===== src/rtl/uad_pkg.sv =====
package uad_pkg;

    typedef enum logic {
        ST_CLEAR = 1'b0,
        ST_SET   = 1'b1
    } uad_state_e;

    typedef struct packed {
        logic oof_all_hi;
        logic oof_all_lo;
    } uad_oof_rec_t;

endpackage


===== src/rtl/uad_window.sv =====
module uad_window #(
    parameter int WIN_BITS = 2047,
    parameter int ZSAT     = 7,
    parameter int ZW       = 3
) (
    input  logic                  clk,
    input  logic                  rst_n,
    input  logic                  bit_vld,
    input  logic                  bit_in,
    input  logic                  oof_in,
    output logic                  win_done,
    output logic [ZW-1:0]         win_zeros,
    output uad_pkg::uad_oof_rec_t win_oof
);
    import uad_pkg::*;

    localparam int POS_W = (WIN_BITS > 1) ? $clog2(WIN_BITS) : 1;

    logic [POS_W-1:0] pos_q;
    logic [ZW-1:0]    zcnt_q;
    logic [ZW-1:0]    zcnt_nx;
    uad_oof_rec_t     rec_q;
    uad_oof_rec_t     rec_nx;
    logic             last_bit;

    assign last_bit = (pos_q == POS_W'(WIN_BITS - 1));

    always_comb begin
        zcnt_nx = zcnt_q;
        if (!bit_in && (zcnt_q != ZW'(ZSAT))) begin
            zcnt_nx = zcnt_q + ZW'(1);
        end
        rec_nx.oof_all_hi = rec_q.oof_all_hi & oof_in;
        rec_nx.oof_all_lo = rec_q.oof_all_lo & ~oof_in;
    end

    always_ff @(posedge clk) begin
        if (!rst_n) begin
            pos_q     <= '0;
            zcnt_q    <= '0;
            rec_q     <= '{oof_all_hi: 1'b1, oof_all_lo: 1'b1};
            win_done  <= 1'b0;
            win_zeros <= '0;
            win_oof   <= '{oof_all_hi: 1'b0, oof_all_lo: 1'b0};
        end else begin
            win_done <= 1'b0;
            if (bit_vld) begin
                if (last_bit) begin
                    pos_q     <= '0;
                    zcnt_q    <= '0;
                    rec_q     <= '{oof_all_hi: 1'b1, oof_all_lo: 1'b1};
                    win_done  <= 1'b1;
                    win_zeros <= zcnt_nx;
                    win_oof   <= rec_nx;
                end else begin
                    pos_q  <= pos_q + POS_W'(1);
                    zcnt_q <= zcnt_nx;
                    rec_q  <= rec_nx;
                end
            end
        end
    end


    idle_hold_chk: assert property (@(posedge clk) disable iff (!rst_n)
        !bit_vld |=> ($stable(pos_q) && $stable(zcnt_q)));


    done_after_valid_chk: assert property (@(posedge clk) disable iff (!rst_n)
        win_done |-> $past(bit_vld));


    zero_sat_chk: assert property (@(posedge clk) disable iff (!rst_n)
        (zcnt_q == ZW'(ZSAT)) && bit_vld && !last_bit |=> (zcnt_q == ZW'(ZSAT)));

endmodule


===== src/rtl/uad_judge.sv =====
module uad_judge #(
    parameter int ZERO_LIMIT = 5,
    parameter int ZW         = 3
) (
    input  logic [ZW-1:0]         win_zeros,
    input  uad_pkg::uad_oof_rec_t win_oof,
    output logic                  set_ok,
    output logic                  clr_ok
);
    import uad_pkg::*;

    logic sparse;

    always_comb begin
        sparse = (win_zeros <= ZW'(ZERO_LIMIT));
        set_ok = sparse && win_oof.oof_all_hi;
        clr_ok = !sparse || win_oof.oof_all_lo;
    end

endmodule


===== src/rtl/uad_fsm.sv =====
module uad_fsm #(
    parameter int RUN_LEN = 4
) (
    input  logic clk,
    input  logic rst_n,
    input  logic win_done,
    input  logic set_ok,
    input  logic clr_ok,
    output logic alarm_o,
    output logic alarm_chg_o
);
    import uad_pkg::*;

    localparam int RUN_W = (RUN_LEN > 1) ? $clog2(RUN_LEN) : 1;

    uad_state_e       state_q;
    uad_state_e       state_nx;
    logic [RUN_W-1:0] run_q;
    logic [RUN_W-1:0] run_nx;
    logic             run_full;
    logic             qual;

    assign run_full = (run_q == RUN_W'(RUN_LEN - 1));

    always_comb begin
        state_nx = state_q;
        run_nx   = run_q;
        qual     = 1'b0;
        unique case (state_q)
            ST_CLEAR: qual = set_ok;
            ST_SET:   qual = clr_ok;
        endcase
        if (win_done) begin
            if (!qual) begin
                run_nx = '0;
            end else if (run_full) begin
                run_nx = '0;
                unique case (state_q)
                    ST_CLEAR: state_nx = ST_SET;
                    ST_SET:   state_nx = ST_CLEAR;
                endcase
            end else begin
                run_nx = run_q + RUN_W'(1);
            end
        end
    end

    always_ff @(posedge clk) begin
        if (!rst_n) begin
            state_q <= ST_CLEAR;
            run_q   <= '0;
        end else begin
            state_q <= state_nx;
            run_q   <= run_nx;
        end
    end

    always_ff @(posedge clk) begin
        if (!rst_n) begin
            alarm_chg_o <= 1'b0;
        end else begin
            alarm_chg_o <= (state_nx != state_q);
        end
    end

    assign alarm_o = (state_q == ST_SET);


    move_on_boundary_chk: assert property (@(posedge clk) disable iff (!rst_n)
        !$stable(state_q) |-> $past(win_done));


    pulse_matches_change_chk: assert property (@(posedge clk) disable iff (!rst_n)
        alarm_chg_o |-> (alarm_o != $past(alarm_o)));


    declare_backed_chk: assert property (@(posedge clk) disable iff (!rst_n)
        $rose(alarm_o) |-> $past(set_ok));


    terminate_backed_chk: assert property (@(posedge clk) disable iff (!rst_n)
        $fell(alarm_o) |-> $past(clr_ok));


    grades_exclusive_chk: assert property (@(posedge clk) disable iff (!rst_n)
        win_done |-> !(set_ok && clr_ok));

endmodule


===== src/rtl/ones_alarm_det.sv =====
module ones_alarm_det #(
    parameter int WIN_BITS   = 2047,
    parameter int ZERO_LIMIT = 5,
    parameter int RUN_LEN    = 4
) (
    input  logic clk,
    input  logic rst_n,
    input  logic bit_vld,
    input  logic bit_in,
    input  logic oof_in,
    output logic alarm_o,
    output logic alarm_chg_o
);
    import uad_pkg::*;

    localparam int ZSAT = ZERO_LIMIT + 2;
    localparam int ZW   = $clog2(ZSAT + 1);

    logic          win_done;
    logic [ZW-1:0] win_zeros;
    uad_oof_rec_t  win_oof;
    logic          set_ok;
    logic          clr_ok;

    uad_window #(
        .WIN_BITS (WIN_BITS),
        .ZSAT     (ZSAT),
        .ZW       (ZW)
    ) u_window (
        .clk       (clk),
        .rst_n     (rst_n),
        .bit_vld   (bit_vld),
        .bit_in    (bit_in),
        .oof_in    (oof_in),
        .win_done  (win_done),
        .win_zeros (win_zeros),
        .win_oof   (win_oof)
    );

    uad_judge #(
        .ZERO_LIMIT (ZERO_LIMIT),
        .ZW         (ZW)
    ) u_judge (
        .win_zeros (win_zeros),
        .win_oof   (win_oof),
        .set_ok    (set_ok),
        .clr_ok    (clr_ok)
    );

    uad_fsm #(
        .RUN_LEN (RUN_LEN)
    ) u_fsm (
        .clk         (clk),
        .rst_n       (rst_n),
        .win_done    (win_done),
        .set_ok      (set_ok),
        .clr_ok      (clr_ok),
        .alarm_o     (alarm_o),
        .alarm_chg_o (alarm_chg_o)
    );


    reset_quiet_chk: assert property (@(posedge clk)
        !rst_n |=> (!alarm_o && !alarm_chg_o));

endmodule


===== config.mk =====
export PLATFORM = sky130hd
export DESIGN_NAME = ones_alarm_det
export DESIGN_NICKNAME = d
export VERILOG_FILES = /design/src/rtl/uad_pkg.sv /design/src/rtl/uad_window.sv /design/src/rtl/uad_judge.sv /design/src/rtl/uad_fsm.sv /design/src/rtl/ones_alarm_det.sv
export SDC_FILE = /design/constraint.sdc
export NUM_CORES = 1
export LEC_CHECK = 0
export BUFFER_PORTS_ARGS = -buffer_cell sky130_fd_sc_hd__buf_2
export CAP_MARGIN = 20
export CORE_ASPECT_RATIO = 0.6
export CORE_UTILIZATION = 55
export DETAILED_ROUTE_END_ITERATION = 7
export PLACE_DENSITY = 0.83
export SYNTH_ARGS = -nofsm -noshare
export SYNTH_HDL_FRONTEND = slang
export SYNTH_SLANG_ARGS = --single-unit

===== constraint.sdc =====
create_clock -name clk -period 1.9 [get_ports clk]
set_input_delay 0.095 -clock clk [delete_from_list [all_inputs] [get_ports clk]]
set_output_delay 0.095 -clock clk [all_outputs]
set_load 0.1 [all_outputs]

==> impl_metrics.py, run 1 <==
metrics = {
    "finish": {
        "multi_input_area_um2": 648,
        "diodes": 0,
        "fillers": 158,
        "fin_nets": 146,
        "final-seq-area_um2": 500,
        "drive_gt1_share_pct": 13.3,
        "syn_to_final_growth_pct": 6.30,
        "final_util_pct": 65.4,
    },
    "clock_tree": {
        "clk_pin_slew_ns": 0.13,
        "worstSkewPairLatency_ns": 0.33,
        "cts_buffer_depth": 2,
        "cts_max_level": 1,
        "cts_setup_buffers": 0,
        "cts_tree": "done",
        "cts_hold_buffers": 0,
        "cts_buffers": 3,
        "cts_root_buffer": "clkbuf_4",
        "cts_sinks": 25,
        "cts_resized": 0,
    },
    "yosys": {
        "synth.area.top_cells": "dfxtp_1 42%, ha_1 5.2%, mux2i_1 5.0%",
        "ys.flop_type": "dfxtp_1",
        "syn_area_per_cell_um2": 9.24,
        "synth_common_cells": "25 x dfxtp_1, 14 x nand2_1, 9 x nor2_1, 8 x o21ai_0, 7 x nand3_1",
        "synth_warnings": 0,
        "syn_nets": 139,
        "synth-seq-area-share_pct": 42.0,
        "synthArstFlopShare_pct": 0,
        "synth_area_leader_cell": "dfxtp_1",
        "synth-seq-cells": 25,
        "synthesis.area_mm2": 0.00119,
        "netlist_instances": 129,
        "synth_top_area_share_pct": 42.0,
        "post-synth-top-count-cell": "dfxtp_1",
        "synth_cell_types": 39,
        "synth_edf_count": 0,
    },
    "route": {
        "drc": 0,
        "drt_iter0_markers": 50,
        "via_per_inst": 5.84,
        "drt_wl_total_um": 2210,
        "post_drt_wl_per_cell_um": 13.5,
        "dr.pass1.iters": 4,
        "antenna_left": 0,
        "vias": 952,
    },
    "die": {
        "io_pins": 7,
        "die_w_um": 62.1,
        "die_height_um": 38.1,
        "die_area_mm2": 0.00236,
        "coreArea_mm2": 0.00194,
        "start_util_pct": 61.6,
        "num_rows": 12,
    },
    "grt": {
        "grt_overflow_total": 0,
        "track_usage_pct": 20.8,
        "grt_antenna_before_repair": 0,
        "grt_pass1_vias": 799,
        "grt_max_degree": 21,
        "grt_pass1_wl_um": 3660,
    },
    "critical_path": {
        "cp_max_fo": 7,
        "crit_path_end_kind": "flop",
        "crit_required_ns": 2.13,
        "start_kind": "flop",
        "arrival_ns": 1.85,
        "path_class": "flop to flop",
    },
    "timing": {
        "fin_crit_sh_pct": 85.2,
        "max_freq_mhz": 618,
        "fin_hold_ws_ns": 0.0547,
        "max_slew.worst_pin.slew_ns": 0.464,
        "finalWorstSetupSlack_ns": 0.281,
        "fin_skew_ns": 0.0113,
        "tns_ns": 0,
        "layout_min_cycle_time_ns": 1.62,
        "maxSlewHeadroom_pct": 68.8,
        "rsz0062_at_grt": "false",
        "slew_violations": 0,
        "finalHoldViolCount": 0,
        "setup_violations": 0,
    },
    "placement": {
        "gp_congestion": 0.815,
        "hpwlAfterDp_um": 1650,
        "dp_slack_ns": 0.314,
        "io_buffers": 6,
    },
    "power_and_ir_drop": {
        "peakVddDrop_uv": 396,
        "leakage_nw": 0.486,
        "cellPowerDensity_mw_per_mm2": 668,
    },
    "status": {
        "status": "finished, final reports clean",
    },
    "min_path": {
        "min_path_type": "input pin to flop",
    },
    "run": {
        "drv_cap": 0,
    },
}
worst paths after layout:
| kind | startpoint | to | slack [ns] | cells past startpoint |
|---|---|---|---|---|
| setup / recovery | u_window.pos_q[1] | u_window.win_zeros[1] | 0.28 | 4 |
| hold / removal | oof_in | u_window.rec_q[1] | 0.05 | 3 |
| setup reg to reg | u_window.pos_q[1] | u_window.win_zeros[1] | 0.28 | 4 |
| hold reg to reg | u_window.win_oof[1] | u_window.win_oof[1] | 0.47 | 2 |
critical path, stage by stage, from the launching register on:
cell and delay [ns]:
dfxtp_1 0.45, ha_1 0.23, nand2_1 0.15, or4_4 0.55
mux2i_1 0.14
area by class of cell:
class	count	area share (%)
multi-input combinational	95	51.1
sequential	25	39.5
timing repair buffer	8	3.55
tap	28	2.76
clock buffer	3	1.78
inverter	3	0.888
clock inverter	1	0.395
stage by stage:
stage / cell area [µm²] / instances / total power [W]
2_1_floorplan: 1190 / 129 / 0.000597
3_3_place_gp: 1240 / 159 / 0.000612
5_1_grt: 1270 / 163 / 0.000880
3_5_place_dp: 1240 / 159 / 0.000614
4_1_cts: 1270 / 163 / 0.000855
6_report: 1270 / 163 / 0.000847
state kept, by name, summed over array words and instances, names as in the netlist:
register and cells:
u_fsm.alarm_chg_o 1, u_fsm.alarm_o 1, u_fsm.run_q 2, u_window.pos_q 11, u_window.rec_q 2, u_window.win_done 1, u_window.win_oof 2, u_window.win_zeros 2
u_window.zcnt_q 3
power breakdown:
group	internal, W	switching [W]	leakage [nW]
registers	0.000535	0.0000118	0.203
logic	0.0000253	0.0000312	0.266
clock network	0.0000792	0.000165	0.0177
metal layers:
metal,part of all wire [%],vias up,GRT usage [%]
li1,-,481,-
met1,49,449,25.6
met2,46,19,36.8
met3,4.4,3,6.25
met4,0.86,0,5.23
met5,0,-,0
cell families (layout without fill, tap and decap cells):
logic type               after synthesis  count (layout)  synth area share (%)
buffers and inverters                  9              15                  3.67
XOR/XNOR                               5               5                  3.67
flip-flops                            25              25                  42.0
adder cells (fa/ha/maj)                5               5                  5.25
AND/OR/NAND/NOR                       51              51                  23.9
multiplexers                           6               6                  5.04
AO/OA/AOI/OAI                         28              28                  16.5
layout by cell type, fill, tap and decap left out, drive strengths merged, types with 2 or more instances in the layout:
cell,count
or3,2
clkbuf,3
o21a,2
nand2,14
dfxtp,25
a21o,3
or4,3
buf,8
xor2,3
ha,5
nand3,7
inv,3
o21ai,8
xnor2,2
nand3b,2
nor3b,3
mux2i,6
nor2,9
a21oi,4
nand4,4
and2,2
nor3,2
o41ai,2
Power figures use the tool's default switching activity.
==> run 2, diff against run 1 <==
--- a/config.mk
+++ b/config.mk
@@ -10,6 +10,7 @@
 export CORE_ASPECT_RATIO = 0.6
 export CORE_UTILIZATION = 55
 export DETAILED_ROUTE_END_ITERATION = 7
+export MAX_ROUTING_LAYER = met4
 export PLACE_DENSITY = 0.83
 export SYNTH_ARGS = -nofsm -noshare
 export SYNTH_HDL_FRONTEND = slang
==> run 2 against run 1 <==
  * Via count grew 0.11%
  * Clock skew shrank 0.0012 ns
  * Global-route usage rose by 0.52 points
  * Routed wire length rose by 0.23%
  * Count of clock-buffer cells in the layout did not move
  * Sequential share of layout area did not move
  * Maximum frequency fell by 0.46%
  * Flip-flop and latch count unchanged
  * Cell count is the same
  * Clock power barely moved
==> impl_metrics.py, run 2 (same netlist as run 1, synthesis figures left out) <==
metrics = {
    "status": {
        "status": "finished, final reports clean",
    },
    "route": {
        "drt_iter0_markers": 51,
        "post_drt_wl_per_cell_um": 13.6,
        "drc": 0,
        "dr.pass1.iters": 4,
        "antenna_left": 0,
        "via_per_inst": 5.85,
        "vias": 953,
        "drt_wl_total_um": 2210,
    },
    "die": {
        "coreArea_mm2": 0.00194,
        "num_rows": 12,
        "die_height_um": 38.1,
        "start_util_pct": 61.6,
        "die_area_mm2": 0.00236,
        "die_w_um": 62.1,
        "io_pins": 7,
    },
    "finish": {
        "final-seq-area_um2": 500,
        "syn_to_final_growth_pct": 6.30,
        "multi_input_area_um2": 648,
        "layout.cells.non_filler": 163,
        "top_regs": "u_window.pos_q x11, u_window.zcnt_q x3",
        "largest_reg_flops": 11,
        "fillers": 158,
        "diodes": 0,
        "drive_gt1_share_pct": 13.3,
        "mostFrequentLayoutCells": "25 x dfxtp_1, 14 x nand2_1, 9 x nor2_1, 8 x o21ai_0, 7 x nand3_1",
        "top_register": "u_window.pos_q",
        "layout_commonest_cell": "dfxtp_1",
        "fin_nets": 146,
    },
    "grt": {
        "grt_max_degree": 21,
        "grt_overflow_total": 0,
        "grt_antenna_before_repair": 0,
        "track_usage_pct": 21.3,
        "grt_pass1_vias": 797,
        "grt_pass1_wl_um": 3640,
    },
    "timing": {
        "fin_skew_ns": 0.0101,
        "max_slew.worst_pin.slew_ns": 0.464,
        "finalHoldViolCount": 0,
        "max_freq_mhz": 615,
        "slew_violations": 0,
        "setup_violations": 0,
        "fin_crit_sh_pct": 85.6,
        "rsz0062_at_grt": "false",
        "maxSlewHeadroom_pct": 68.8,
        "tns_ns": 0,
        "layout_min_cycle_time_ns": 1.63,
    },
    "run": {
        "drv_cap": 0,
    },
    "clock_tree": {
        "cts_tree": "done",
        "cts_hold_buffers": 0,
        "cts_setup_buffers": 0,
        "clk_pin_slew_ns": 0.13,
        "cts_max_level": 1,
        "worstSkewPairLatency_ns": 0.33,
        "cts_buffer_depth": 2,
        "cts_root_buffer": "clkbuf_4",
        "cts_resized": 0,
        "cts_buffers": 3,
        "cts_sinks": 25,
    },
    "power_and_ir_drop": {
        "leakage_nw": 0.486,
        "cellPowerDensity_mw_per_mm2": 668,
        "peakVddDrop_uv": 396,
    },
    "placement": {
        "dp.cells": 159,
        "gp_congestion": 0.827,
        "hpwlAfterDp_um": 1650,
        "io_buffers": 6,
    },
    "critical_path": {
        "worstPathCellList": "ha_1 > nand2_1 > or4_4 > mux2i_1",
        "path_depth": 4,
        "crit_path_end_kind": "flop",
        "crit_required_ns": 2.13,
        "path_buf_inv": 0,
        "cpMaxStageDelayCell": "or4_4",
        "cp_max_fo": 7,
        "start_kind": "flop",
        "path_class": "flop to flop",
        "worstRegToRegCells": 4,
        "arrival_ns": 1.85,
        "crit_family": "simple AND/OR/NAND/NOR gates",
        "max_stage_delay_ns": 0.55,
    },
    "min_path": {
        "holdPathStages": 3,
        "min_path_type": "input pin to flop",
    },
}
-- run 2: cell counts in the layout (fill, tap and decap cells not counted) --
Identical to the previous run, type by type.
-- run 2: path summary, 6_finish.rpt --
path                                           from               endpoint  slack, ns
worst max-delay path              u_window.pos_q[1]  u_window.win_zeros[1]       0.27
worst max register to register    u_window.pos_q[1]  u_window.win_zeros[1]       0.27
worst min register to register  u_window.win_oof[1]    u_window.win_oof[1]       0.47
worst min-delay path                         oof_in      u_window.rec_q[1]       0.05
-- run 2: through the flow --
| stage | hold WS, ns | util (%) | setup slack [ns] | cell area [µm²] | total power (W) |
|---|---|---|---|---|---|
| after floorplan | 0.235 | - | 0.292 | 1190 | 0.000597 |
| after global placement | 0.395 | 64.0 | 0.394 | 1240 | 0.000612 |
| after detailed placement | 0.401 | 64.0 | 0.314 | 1240 | 0.000614 |
| after CTS | 0.0436 | 65.4 | 0.294 | 1270 | 0.000855 |
| after global routing | 0.0605 | 65.4 | 0.175 | 1270 | 0.000880 |
| final | 0.0546 | 65.4 | 0.273 | 1270 | 0.000846 |
-- run 2: worst reg2reg max path, cell delays in order (launching register included) --
cell	delay [ns]
dfxtp_1	0.46
ha_1	0.23
nand2_1	0.15
or4_4	0.55
mux2i_1	0.14
-- run 2: power breakdown --
part / internal (W) / switching (W) / leakage [nW] / total [W]
registers: 0.000535 / 0.0000120 / 0.203 / 0.000547
clock network: 0.0000792 / 0.000164 / 0.0177 / 0.000243
logic: 0.0000253 / 0.0000313 / 0.266 / 0.0000565
total: 0.000639 / 0.000207 / 0.486 / 0.000846
-- run 2: cell type report --
class	instances	share of cell area (%)
clock buffers	3	1.78
clock inverters	1	0.395
inverters	3	0.888
multi-input cells	95	51.1
flip-flops and latches	25	39.5
well taps	28	2.76
repair buffers	8	3.55
-- run 2: per-layer routing --
metal / track usage (%) / vias to the layer above / share of wire [%]
li1: - / 481 / -
met1: 25.6 / 454 / 49
met2: 36.5 / 15 / 46
met3: 6.25 / 3 / 4.1
met4: 5.23 / 0 / 0.86
met5: - / - / 0
